<file path="src/rtl/smb_tgt_pkg.sv">
package smb_tgt_pkg;

    localparam logic [6:0] SMB_DEV_ADDR = 7'b0001011;
    localparam logic [7:0] CRC_POLY     = 8'h07;

    typedef enum logic [3:0] {
        PH_IDLE,
        PH_ADDR,
        PH_CMD,
        PH_WLO,
        PH_WHI,
        PH_WPEC,
        PH_WDONE,
        PH_RD,
        PH_RDONE
    } phase_t;

    typedef struct packed {
        logic start;
        logic stop;
        logic rise;
        logic fall;
        logic sda;
    } bus_ev_t;

    function automatic logic [7:0] crc8_step(input logic [7:0] acc, input logic [7:0] b);
        logic [7:0] c;
        c = acc ^ b;
        for (int i = 0; i < 8; i++) begin
            c = c[7] ? ({c[6:0], 1'b0} ^ CRC_POLY) : {c[6:0], 1'b0};
        end
        return c;
    endfunction

endpackage

</file>
<file path="src/rtl/smb_glitch_filt.sv">
module smb_glitch_filt #(
    parameter int FILT_LEN = 3
) (
    input  logic clk,
    input  logic rst,
    input  logic din,
    output logic dout
);
    localparam int CW = $clog2(FILT_LEN + 1);

    logic          s1, s2;
    logic [CW-1:0] run;

    always_ff @(posedge clk) begin
        if (rst) begin
            s1   <= 1'b1;
            s2   <= 1'b1;
            run  <= '0;
            dout <= 1'b1;
        end else begin
            s1 <= din;
            s2 <= s1;
            if (s2 != dout) begin
                if (run == CW'(FILT_LEN - 1)) begin
                    dout <= s2;
                    run  <= '0;
                end else begin
                    run <= run + CW'(1);
                end
            end else begin
                run <= '0;
            end
        end
    end

    // the filtered level only ever moves to a level the synchronizer held
    p_filt_follows_r11: assert property (@(posedge clk) disable iff (rst)
        !$stable(dout) |-> (dout == $past(s2)));

endmodule

</file>
<file path="src/rtl/smb_bus_events.sv">
module smb_bus_events
    import smb_tgt_pkg::*;
#(
    parameter int FILT_LEN = 3
) (
    input  logic    clk,
    input  logic    rst,
    input  logic    scl_i,
    input  logic    sda_i,
    output bus_ev_t ev,
    output logic    scl_lvl
);
    localparam int NLINES = 2;
    localparam int LSCL   = 1;
    localparam int LSDA   = 0;

    logic [NLINES-1:0] raw, filt, prev;

    assign raw = {scl_i, sda_i};

    for (genvar li = 0; li < NLINES; li++) begin : g_line
        smb_glitch_filt #(.FILT_LEN(FILT_LEN)) u_filt (
            .clk  (clk),
            .rst  (rst),
            .din  (raw[li]),
            .dout (filt[li])
        );
    end

    always_ff @(posedge clk) begin
        if (rst) prev <= '1;
        else     prev <= filt;
    end

    always_comb begin
        ev.start = filt[LSCL] & prev[LSCL] & prev[LSDA] & ~filt[LSDA];
        ev.stop  = filt[LSCL] & prev[LSCL] & ~prev[LSDA] & filt[LSDA];
        ev.rise  = filt[LSCL] & ~prev[LSCL];
        ev.fall  = ~filt[LSCL] & prev[LSCL];
        ev.sda   = filt[LSDA];
    end

    assign scl_lvl = filt[LSCL];

endmodule

</file>
<file path="src/rtl/smb_crc8_acc.sv">
module smb_crc8_acc
    import smb_tgt_pkg::*;
(
    input  logic       clk,
    input  logic       rst,
    input  logic       clr,
    input  logic       upd,
    input  logic [7:0] din,
    output logic [7:0] crc
);
    always_ff @(posedge clk) begin
        if (rst || clr) crc <= 8'h00;
        else if (upd)   crc <= crc8_step(crc, din);
    end
endmodule

</file>
<file path="src/rtl/smb_target_pec.sv">
module smb_target_pec
    import smb_tgt_pkg::*;
#(
    parameter int         FILT_LEN    = 3,
    parameter logic [7:0] BLK_CMD_MIN = 8'h20,
    parameter int         IDX_W       = 4
) (
    input  logic             clk,
    input  logic             rst,
    input  logic             scl_i,
    input  logic             sda_i,
    output logic             sda_oe,
    output logic [7:0]       reg_cmd,
    output logic [IDX_W-1:0] reg_widx,
    input  logic [15:0]      reg_rdata,
    input  logic [7:0]       blk_len,
    output logic [15:0]      reg_wdata,
    output logic             reg_wstb,
    output logic             pec_err
);
    localparam logic [3:0] LAST_BIT = 4'd7;
    localparam logic [3:0] ACK_SLOT = 4'd8;

    bus_ev_t    ev;
    logic       scl_lvl;
    phase_t     phase;
    logic [3:0] cnt;
    logic [7:0] sreg, txsh, wlo, txi, txi_m1, crc_q, crc_din, tx_byte, rx_byte;
    logic [15:0] wbuf;
    logic       dir_tx, ack_dec, cmd_valid, is_blk, tx_is_pec, wpend;
    logic       restart_ok, crc_clr, crc_upd, tx_pec, rx_phase;

    smb_bus_events #(.FILT_LEN(FILT_LEN)) u_ev (
        .clk     (clk),
        .rst     (rst),
        .scl_i   (scl_i),
        .sda_i   (sda_i),
        .ev      (ev),
        .scl_lvl (scl_lvl)
    );

    smb_crc8_acc u_crc (
        .clk (clk),
        .rst (rst),
        .clr (crc_clr),
        .upd (crc_upd),
        .din (crc_din),
        .crc (crc_q)
    );

    assign rx_byte    = {sreg[6:0], ev.sda};
    assign txi_m1     = txi - 8'd1;
    assign restart_ok = (phase == PH_WLO) && cmd_valid;
    assign rx_phase   = (phase == PH_ADDR) || (phase == PH_CMD) ||
                        (phase == PH_WLO)  || (phase == PH_WHI);

    // byte the target sends next, chosen by transfer kind and position
    always_comb begin
        tx_byte  = crc_q;
        tx_pec   = 1'b1;
        reg_widx = '0;
        if (txi == 8'd0) begin
            tx_byte = is_blk ? blk_len : reg_rdata[7:0];
            tx_pec  = 1'b0;
        end else if (!is_blk) begin
            if (txi == 8'd1) begin
                tx_byte = reg_rdata[15:8];
                tx_pec  = 1'b0;
            end
        end else begin
            reg_widx = txi_m1[IDX_W:1];
            if (txi_m1 < blk_len) begin
                tx_byte = txi_m1[0] ? reg_rdata[15:8] : reg_rdata[7:0];
                tx_pec  = 1'b0;
            end
        end
    end

    always_comb begin
        crc_clr = ev.start && !restart_ok;
        crc_upd = 1'b0;
        crc_din = rx_byte;
        if (!ev.start && !ev.stop) begin
            if (ev.rise && cnt == LAST_BIT && !dir_tx && rx_phase) begin
                crc_upd = 1'b1;
            end else if (ev.fall && cnt == 4'd0 && phase == PH_RD && !tx_pec) begin
                crc_upd = 1'b1;
                crc_din = tx_byte;
            end
        end
    end

    always_ff @(posedge clk) begin
        if (rst) begin
            phase     <= PH_IDLE;
            cnt       <= '0;
            sreg      <= '0;
            txsh      <= '0;
            wlo       <= '0;
            wbuf      <= '0;
            txi       <= '0;
            dir_tx    <= 1'b0;
            ack_dec   <= 1'b0;
            cmd_valid <= 1'b0;
            is_blk    <= 1'b0;
            tx_is_pec <= 1'b0;
            wpend     <= 1'b0;
            sda_oe    <= 1'b0;
            reg_cmd   <= '0;
            reg_wdata <= '0;
            reg_wstb  <= 1'b0;
            pec_err   <= 1'b0;
        end else begin
            reg_wstb <= 1'b0;
            if (ev.stop) begin
                if (wpend) begin
                    reg_wstb  <= 1'b1;
                    reg_wdata <= wbuf;
                end
                wpend     <= 1'b0;
                phase     <= PH_IDLE;
                cmd_valid <= 1'b0;
                dir_tx    <= 1'b0;
                sda_oe    <= 1'b0;
                cnt       <= '0;
            end else if (ev.start) begin
                cnt    <= '0;
                dir_tx <= 1'b0;
                sda_oe <= 1'b0;
                wpend  <= 1'b0;
                phase  <= PH_ADDR;
                if (!restart_ok) cmd_valid <= 1'b0;
            end else if (ev.rise) begin
                if (cnt == ACK_SLOT) begin
                    cnt <= '0;
                    if (dir_tx && phase == PH_RD) begin
                        if (ev.sda || tx_is_pec) phase <= PH_RDONE;
                        else                     txi   <= txi + 8'd1;
                    end
                end else begin
                    cnt  <= cnt + 4'd1;
                    sreg <= rx_byte;
                    if (cnt == LAST_BIT && !dir_tx) begin
                        ack_dec <= 1'b0;
                        case (phase)
                            PH_ADDR: begin
                                if (rx_byte[7:1] != SMB_DEV_ADDR) begin
                                    phase <= PH_IDLE;
                                end else begin
                                    pec_err <= 1'b0;
                                    if (!rx_byte[0]) begin
                                        ack_dec <= 1'b1;
                                        phase   <= PH_CMD;
                                    end else if (cmd_valid) begin
                                        ack_dec <= 1'b1;
                                        phase   <= PH_RD;
                                        txi     <= '0;
                                    end else begin
                                        phase <= PH_IDLE;
                                    end
                                end
                            end
                            PH_CMD: begin
                                reg_cmd   <= rx_byte;
                                is_blk    <= (rx_byte >= BLK_CMD_MIN);
                                cmd_valid <= 1'b1;
                                ack_dec   <= 1'b1;
                                phase     <= PH_WLO;
                            end
                            PH_WLO: begin
                                wlo     <= rx_byte;
                                ack_dec <= 1'b1;
                                phase   <= PH_WHI;
                            end
                            PH_WHI: begin
                                wbuf    <= {rx_byte, wlo};
                                wpend   <= 1'b1;
                                ack_dec <= 1'b1;
                                phase   <= PH_WPEC;
                            end
                            PH_WPEC: begin
                                wpend <= 1'b0;
                                if (rx_byte == crc_q) begin
                                    ack_dec   <= 1'b1;
                                    reg_wstb  <= 1'b1;
                                    reg_wdata <= wbuf;
                                    phase     <= PH_WDONE;
                                end else begin
                                    pec_err <= 1'b1;
                                    phase   <= PH_IDLE;
                                end
                            end
                            default: phase <= PH_IDLE;
                        endcase
                    end
                end
            end else if (ev.fall) begin
                if (cnt == ACK_SLOT) begin
                    sda_oe <= dir_tx ? 1'b0 : ack_dec;
                end else if (cnt == 4'd0) begin
                    if (phase == PH_RD) begin
                        dir_tx    <= 1'b1;
                        txsh      <= tx_byte;
                        tx_is_pec <= tx_pec;
                        sda_oe    <= ~tx_byte[7];
                    end else begin
                        dir_tx <= 1'b0;
                        sda_oe <= 1'b0;
                    end
                end else begin
                    sda_oe <= dir_tx & ~txsh[3'd7 - cnt[2:0]];
                end
            end
        end
    end

    // the data line is switched only while the clock is low
    p_oe_scl_low_r10: assert property (@(posedge clk) disable iff (rst)
        !$stable(sda_oe) |-> !scl_lvl);

    // a write produces a single-cycle strobe
    p_wstb_single_r3: assert property (@(posedge clk) disable iff (rst)
        reg_wstb |=> !reg_wstb);

    // a strobe leaves the message either finished or closed by a checksum
    p_wstb_state_r3: assert property (@(posedge clk) disable iff (rst)
        reg_wstb |-> (phase == PH_WDONE || phase == PH_IDLE));

    // a checksum mismatch never commits the write
    p_bad_pec_nowrite_r5: assert property (@(posedge clk) disable iff (rst)
        $rose(pec_err) |-> !reg_wstb);

    // after the host refuses a byte the line is released at the next clock fall
    p_release_after_nack_r8: assert property (@(posedge clk) disable iff (rst)
        (phase == PH_RDONE && ev.fall && cnt == 4'd0) |=> !sda_oe);

endmodule

</file>
<file path="config.mk">
export PLATFORM = sky130hd
export DESIGN_NAME = smb_target_pec
export DESIGN_NICKNAME = d
export VERILOG_FILES = /design/src/rtl/smb_tgt_pkg.sv /design/src/rtl/smb_glitch_filt.sv /design/src/rtl/smb_bus_events.sv /design/src/rtl/smb_crc8_acc.sv /design/src/rtl/smb_target_pec.sv
export SDC_FILE = /design/constraint.sdc
export NUM_CORES = 1
export LEC_CHECK = 0
export CORE_ASPECT_RATIO = 1.5
export CORE_UTILIZATION = 40
export CTS_CLUSTER_SIZE = 25
export DETAILED_ROUTE_END_ITERATION = 8
export DONT_BUFFER_PORTS = 1
export GPL_ROUTABILITY_DRIVEN = 0
export PLACE_DENSITY = 0.68
export SETUP_SLACK_MARGIN = 0.4
export SYNTH_ARGS = -nofsm -noshare
export SYNTH_HDL_FRONTEND = slang
export SYNTH_SLANG_ARGS = --single-unit
</file>
<file path="constraint.sdc">
create_clock -name clk -period 3.89 [get_ports clk]
set_input_delay 0.778 -clock clk [delete_from_list [all_inputs] [get_ports clk]]
set_output_delay 0.778 -clock clk [all_outputs]
set_load 0.02 [all_outputs]
</file>
### Word level (Yosys, flattened, before mapping)

Cells that the tools add are included.

* bitwise operators: 29
* add/subtract/negate cells: 6
* muxes and demuxes: 83
* reductions and logical operators: 59
* eq/ne operators: 28
* $lt $le $gt $ge: 3

Operators with widths (count)
* $mux W8: 17
* $mux W16: 8
* $mux W3: 12
* $mux W1: 34
* $mux W4: 7
* $reduce_bool A2 Y1: 13
* $not A3 Y3: 8
* $pmux W4 S5: 1
* $reduce_and A4 Y1: 5
* $ne A2 B2 Y1 const B: 9
* $reduce_and A6 Y1: 3
* $eq A4 B3 Y1 const B: 4
* $reduce_and A7 Y1: 2
* $not A1 Y1: 12
* $reduce_or A3 Y1: 4
* $logic_and A1 B1 Y1: 11
* $reduce_and A10 Y1: 1
* $reduce_and A5 Y1: 2
* $add A8 B1 Y8 const B: 1
* $and A1 B1 Y1: 8
* $eq A4 B2 Y1 const B: 2
* $eq A8 B1 Y1 const B: 1
* $eq A8 B8 Y1: 1
* $ge A8 B6 Y1 const B: 1
* other kinds (25): 41

* bits of input ports: 28
* flip-flop bits (word level): 108
* word-level logic and storage cells: 237
* output and inout port bits: 31

### Logic depth before layout (Yosys ltp)

* word-level depth: 27
* depth in mapped cells: 17
* mapped depth without buffers: 14

### Cells and area by module

Synthesis repeated with hierarchy kept, for this count alone.

* cells, all modules: 742
* area, all modules: 6302.3 sq um

By module, submodules not included
* smb_target_pec: area each 5267.6 sq um, cells each 650, instances 1, seq. area each 1761.7 sq um
* smb_crc8_acc: area each 616.8 sq um, cells each 56, instances 1, seq. area each 160.2 sq um
* smb_glitch_filt: area each 166.4 sq um, cells each 14, instances 2, seq. area each 100.1 sq um
* smb_bus_events: area each 85.1 sq um, cells each 8, instances 1, seq. area each 40.0 sq um

### Worst setup path before layout

No wires, ideal clock.

* path kind: register -> register
* start point: register txi[0]
* end point: register u_crc.crc[2]
* path slack: -0.047 ns
* data arrival time: 3.814 ns
* clock period less this slack: 3.937 ns
* cell stages (with the launch flop): 17
* setup time: 0.123 ns
* required time: 3.767 ns
* path buffers: 3
* cell sequence: dfxtp_1 > clkbuf_1 > clkbuf_1 > inv_1 > ha_1 > xor2_1 > ha_1 > or3_1 > o22ai_1 > o211ai_1 > and2_4 > buf_6 > o31ai_4 > xnor2_2 > xnor3_2 > xnor2_1 > o21ai_1

* word-level cells in the longest chain between the ends: 16
* elaborated cells between the ends (all ways): 31
* those cells by class: add/sub: 1; order compare: 1; eq/ne: 1; mux: 20; bitwise: 5; reduce/logical: 3

Ends and longest elaborated chain
* start: declaration: line smb_target_pec.sv:28 `logic [7:0] sreg, txsh, wlo, txi, txi_m1, crc_q, crc_din, tx_byte, rx_byte;`
* start signal: assignment: line smb_target_pec.sv:138 `else txi <= txi + 8'd1;`
* $sub A8 B1 Y8: line smb_target_pec.sv:52 `assign txi_m1 = txi - 8'd1;`
* $lt A8 B8 Y1: line smb_target_pec.sv:72 `if (txi_m1 < blk_len) begin`
* $mux W1: line smb_target_pec.sv:72
* $mux W1: line smb_target_pec.sv:65 `end else if (!is_blk) begin`
* $mux W1: line smb_target_pec.sv:62 `if (txi == 8'd0) begin`
* $logic_not A1 Y1: line smb_target_pec.sv:86 `end else if (ev.fall && cnt == 4'd0 && phase == PH_RD && !tx_pec) begin`
* $logic_and A1 B1 Y1: line smb_target_pec.sv:86
* $mux W8: line smb_target_pec.sv:86
* $mux W8: line smb_target_pec.sv:84 `if (ev.rise && cnt == LAST_BIT && !dir_tx && rx_phase) begin`
* $mux W8: line smb_target_pec.sv:83 `if (!ev.start && !ev.stop) begin`
* $xor A8 B8 Y8: line smb_tgt_pkg.sv:28 `c = acc ^ b;`
* $mux W3 or $not A3 Y3 (tied branches)
* $not A3 Y3 (no line) or $mux W3 (tied branches)
* $mux W3 or $not A3 Y3 (tied branches)
* $not A3 Y3 (no line) or $mux W3 (tied branches)
* $mux W3: line smb_tgt_pkg.sv:30 `c = c[7] ? ({c[6:0], 1'b0} ^ CRC_POLY) : {c[6:0], 1'b0};`
* end signal: assignment: line smb_crc8_acc.sv:13 `else if (upd) crc <= crc8_step(crc, din);`
* end: declaration: line smb_crc8_acc.sv:9 `output logic [7:0] crc`

Several ways; a longest one is shown, not always the timed one.
A chain may end at the register's enable or synchronous reset.

### Worst setup path after layout

* start point: register txi[3]
* end point: register u_crc.crc[4]

* word-level cells in the longest chain between the ends: 16
* elaborated cells between the ends (all ways): 26
* those cells by class: add/sub: 1; order compare: 1; eq/ne: 1; mux: 17; bitwise: 3; reduce/logical: 3

Ends and longest elaborated chain (line)
* $sub A8 B1 Y8: smb_target_pec.sv:52
* $lt A8 B8 Y1: smb_target_pec.sv:72
* $mux W1: smb_target_pec.sv:72
* $mux W1: smb_target_pec.sv:65
* $mux W1: smb_target_pec.sv:62
* $logic_not A1 Y1: smb_target_pec.sv:86
* $logic_and A1 B1 Y1: smb_target_pec.sv:86
* $mux W8: smb_target_pec.sv:86
* $mux W8: smb_target_pec.sv:84
* $mux W8: smb_target_pec.sv:83
* $xor A8 B8 Y8: smb_tgt_pkg.sv:28
* $mux W3: smb_tgt_pkg.sv:30
* $not A3 Y3 (no line)
* $mux W3: smb_tgt_pkg.sv:30
* $not A3 Y3 (no line)
* $mux W3: smb_tgt_pkg.sv:30

Several ways; a longest one is shown, not always the timed one.

==> results.toml <==
[clock_tree]
cts_max_level = 3
numClockSinks = 108
clk_latency_ps = 350
clk_pin_slew_ps = 80
cts_made_buffers = 9
hold_buffers = 0
root_buffer = "clkbuf_16"
clockBufferDepth = 2
cts_tree = "built"

[critical_path]
end_kind = "flip-flop"
path_delay_family = "simple AND/OR/NAND/NOR gates"
worstPathArrival_ps = 3770
path_common_cell = "xor2_2"
cp.required_ps = 4130
cp_slowest_stage_delay_ps = 550
worst-path-buf-inv = 1
start_kind = "flip-flop"
setup.worst_path.class = "reg2reg"
cpMaxStageDelayCell = "or4_4"
crit_path_max_fanout = 8
crit_path_cell_trace = "or4_4 > nor4_4 > xor2_1 > ha_1 > a21oi_2 > o21a_2 > o211ai_1 > and2_4 > buf_4 > o31ai_4 > xor2_2 > xor2_2 > xnor2_1 > o21ai_1"

[drt]
routedWlPerCell_um = 16.4
drt_iter0_drc = 255
drtAntennaViolNets = 0
top_layer_used = "met4"
viasPerCell = 5.51
met1_length_um = 5470
drcViolationCount = 0
drtPass1Iterations = 5
num_vias = 4747
met3_length_um = 675
met2WireLength_um = 7270
wirelength_um = 14100

[sta]
finalCritPeriodShare = 0.909
slew_headroom = 0.509
setup_tns_ps = 0
max_freq_mhz = 283
setup_viol = 0
grt_setup_unrepaired = "yes"
drv_slew = 0
holdWs_ps = 412
min_period_ps = 3530
worst-slew-pin-transition_ps = 734
hold_viol_final = 0
fin_skew_ps = 8.99

[min_path]
hp-class = "reg2reg"

[synthesis]
synth_fp_nets = 723
synthesis.area_mm2 = 0.00573
synth-edff-count = 0
syn_area_per_cell_um2 = 8.43
netlist_instances = 680
synth_cell_type_count = 61
ys_ff_latch = 108
yosys_warnings = 0
yosysSeqAreaShare = 0.377
synthFlopType = "dfxtp_1"
async_flop_share = 0

[floorplan]
die_height_um = 149
fp.dieArea_mm2 = 0.0148
pin_count = 59
start_util = 0.410
rows = 53
core-area_mm2 = 0.0140
die_w_um = 99.7

[placed_design]
dp_hpwl_um = 10400
port_buffers = 0
numPlacedInstances = 838

[power_and_ir_drop]
p_comb_frac = 0.029
clockPowerShare = 0.446
power_leakage_nw = 2.40
power_mw = 2.11
p_int_mw = 1.64
p_sw_uw = 469
powerDensity_mw_per_mm2 = 329
ir_drop_v = 0.000168
p_seq_frac = 0.525
swShare = 0.222

[global_route]
track_usage = 0.193
grt_pass1_wl_um = 22500
grt_pass1_vias = 4592
grt-ovfl-total = 0
grt_max_degree = 84
antenna_found_initial = 0

[finish]
finalNetCount = 709
layout-drive-gt1-share = 0.140
syn_to_final_growth_pct = 12.1
fin_cells = 862
num_antenna_cells = 0

[run]
cap_violations = 0

[status]
outcome = "finished, final reports clean"
[power groups by stage]
stage / sequential (mW) / combinational, mW / clock, mW
5_1_grt: 1.11 / 0.0677 / 1.01
3_5_place_dp: 1.14 / 0.0531 / 0
3_3_place_gp: 1.14 / 0.0511 / 0
2_1_floorplan: 1.13 / 0.0535 / 0
6_report: 1.11 / 0.0612 / 0.942
4_1_cts: 1.11 / 0.0578 / 0.969
[cell families (layout without fill, tap and decap cells)]
kind of cell,count (synthesis),in the layout,synth area share
AOI/OAI and AO/OA,140,140,0.161
xor gates and xnor gates,42,42,0.0707
adders and majority gates,15,15,0.0328
buffers and inverters,65,55,0.0467
DFF,108,108,0.377
muxes,53,53,0.0985
and+or+nand+nor,257,257,0.213
[per-layer routing]
layer / up-vias / GRT usage
li1: 2330 / -
met3: 39 / 0.0376
met4: 0 / 0.114
met5: - / 0
met2: 149 / 0.346
met1: 2229 / 0.207
[path summary, 6_finish.rpt]
kind / slack (ps) / depth (start not counted) / end / from
max reg2reg: 360 / 14 / u_crc.crc[4] / txi[3]
max: 360 / 14 / u_crc.crc[4] / txi[3]
min reg2reg: 410 / 1 / u_ev.g_line[0].u_filt.run[0] / u_ev.g_line[0].u_filt.run[0]
min: 410 / 1 / u_ev.g_line[0].u_filt.run[0] / u_ev.g_line[0].u_filt.run[0]
[flip-flops by register name (all words and copies together) (netlist names), 7 cells and up]
signal / flops
wbuf: 16
reg_cmd: 8
reg_wdata: 16
sreg: 7
txsh: 8
wlo: 8
txi: 8
u_crc.crc: 8
[metrics by stage]
stage / utilization / instance area (um^2) / setup WS [ps]
2_1_floorplan: - / 5790 / 324
3_3_place_gp: 0.422 / 5910 / 256
3_5_place_dp: 0.422 / 5910 / 70.1
4_1_cts: 0.451 / 6310 / 395
5_1_grt: 0.459 / 6420 / 175
6_report: 0.459 / 6420 / 356
[cell usage in the layout (no fill, tap or decap), types with 3 or more instances in the layout]
cell,instances
a211o_1,3
a211oi_1,8
a211oi_2,4
a21oi_1,52
a31oi_1,4
and2_1,3
buf_4,18
clkbuf_16,9
dfxtp_1,105
ha_1,15
inv_1,21
mux2_2,5
mux2i_1,43
nand2_1,76
nand2b_1,8
nand3_1,13
nand4_1,7
nor2_1,86
nor2b_1,11
nor3_1,13
nor4_1,4
o211ai_1,4
o21ai_0,21
o21ai_1,6
o22a_1,4
o22ai_1,3
o31a_1,3
o31ai_1,3
o31ai_4,3
or2_2,8
or3_1,5
xnor2_1,21
xnor2_2,6
xor2_1,11
xor2_2,3
[synth_stat cells (3+ instances only)]
cell type / count / area (um^2)
clkbuf_1: 40 / 150
or2_2: 8 / 50.1
a31oi_1: 4 / 25.0
nor2b_1: 11 / 68.8
nand3_1: 13 / 65.1
a21oi_1: 53 / 265
xnor2_1: 24 / 210
o211ai_1: 4 / 30.0
o31a_1: 3 / 26.3
o31ai_1: 5 / 37.5
mux2i_1: 44 / 440
nand2b_1: 8 / 50.1
or3_1: 5 / 31.3
o21ai_1: 6 / 30.0
xor2_1: 14 / 123
nand4_1: 7 / 43.8
and2_1: 3 / 18.8
nor3_1: 14 / 70.1
o21ai_0: 22 / 110
dfxtp_1: 108 / 2160
a211oi_1: 13 / 97.6
nand2_1: 76 / 285
o22ai_1: 4 / 25.0
xnor2_2: 3 / 48.8
inv_1: 21 / 78.8
a211o_1: 3 / 26.3
o22a_1: 4 / 35.0
nor4_1: 6 / 37.5
ha_1: 15 / 188
nor2_1: 86 / 323
mux2_2: 7 / 78.8
buf_6: 3 / 33.8
[timing repair]
item                                    in CTS  in global routing
gates resized for setup                     12                 15
setup buffers                                4                  5
endpoints found under the setup margin       8                  8
cloned                                       0                  0
pin swaps                                   11                 17
[layout make-up]
type | instances | area, um^2
clock buffers | 9 | 225
flip-flops and latches | 108 | 2170
well taps | 192 | 240
repair buffers | 19 | 146
fillers | 1340 | 7570
multi-input cells | 507 | 3480
clock inverters | 6 | 83.8
inverters | 21 | 78.8
Note: power is estimated with default switching activity, not from simulation.
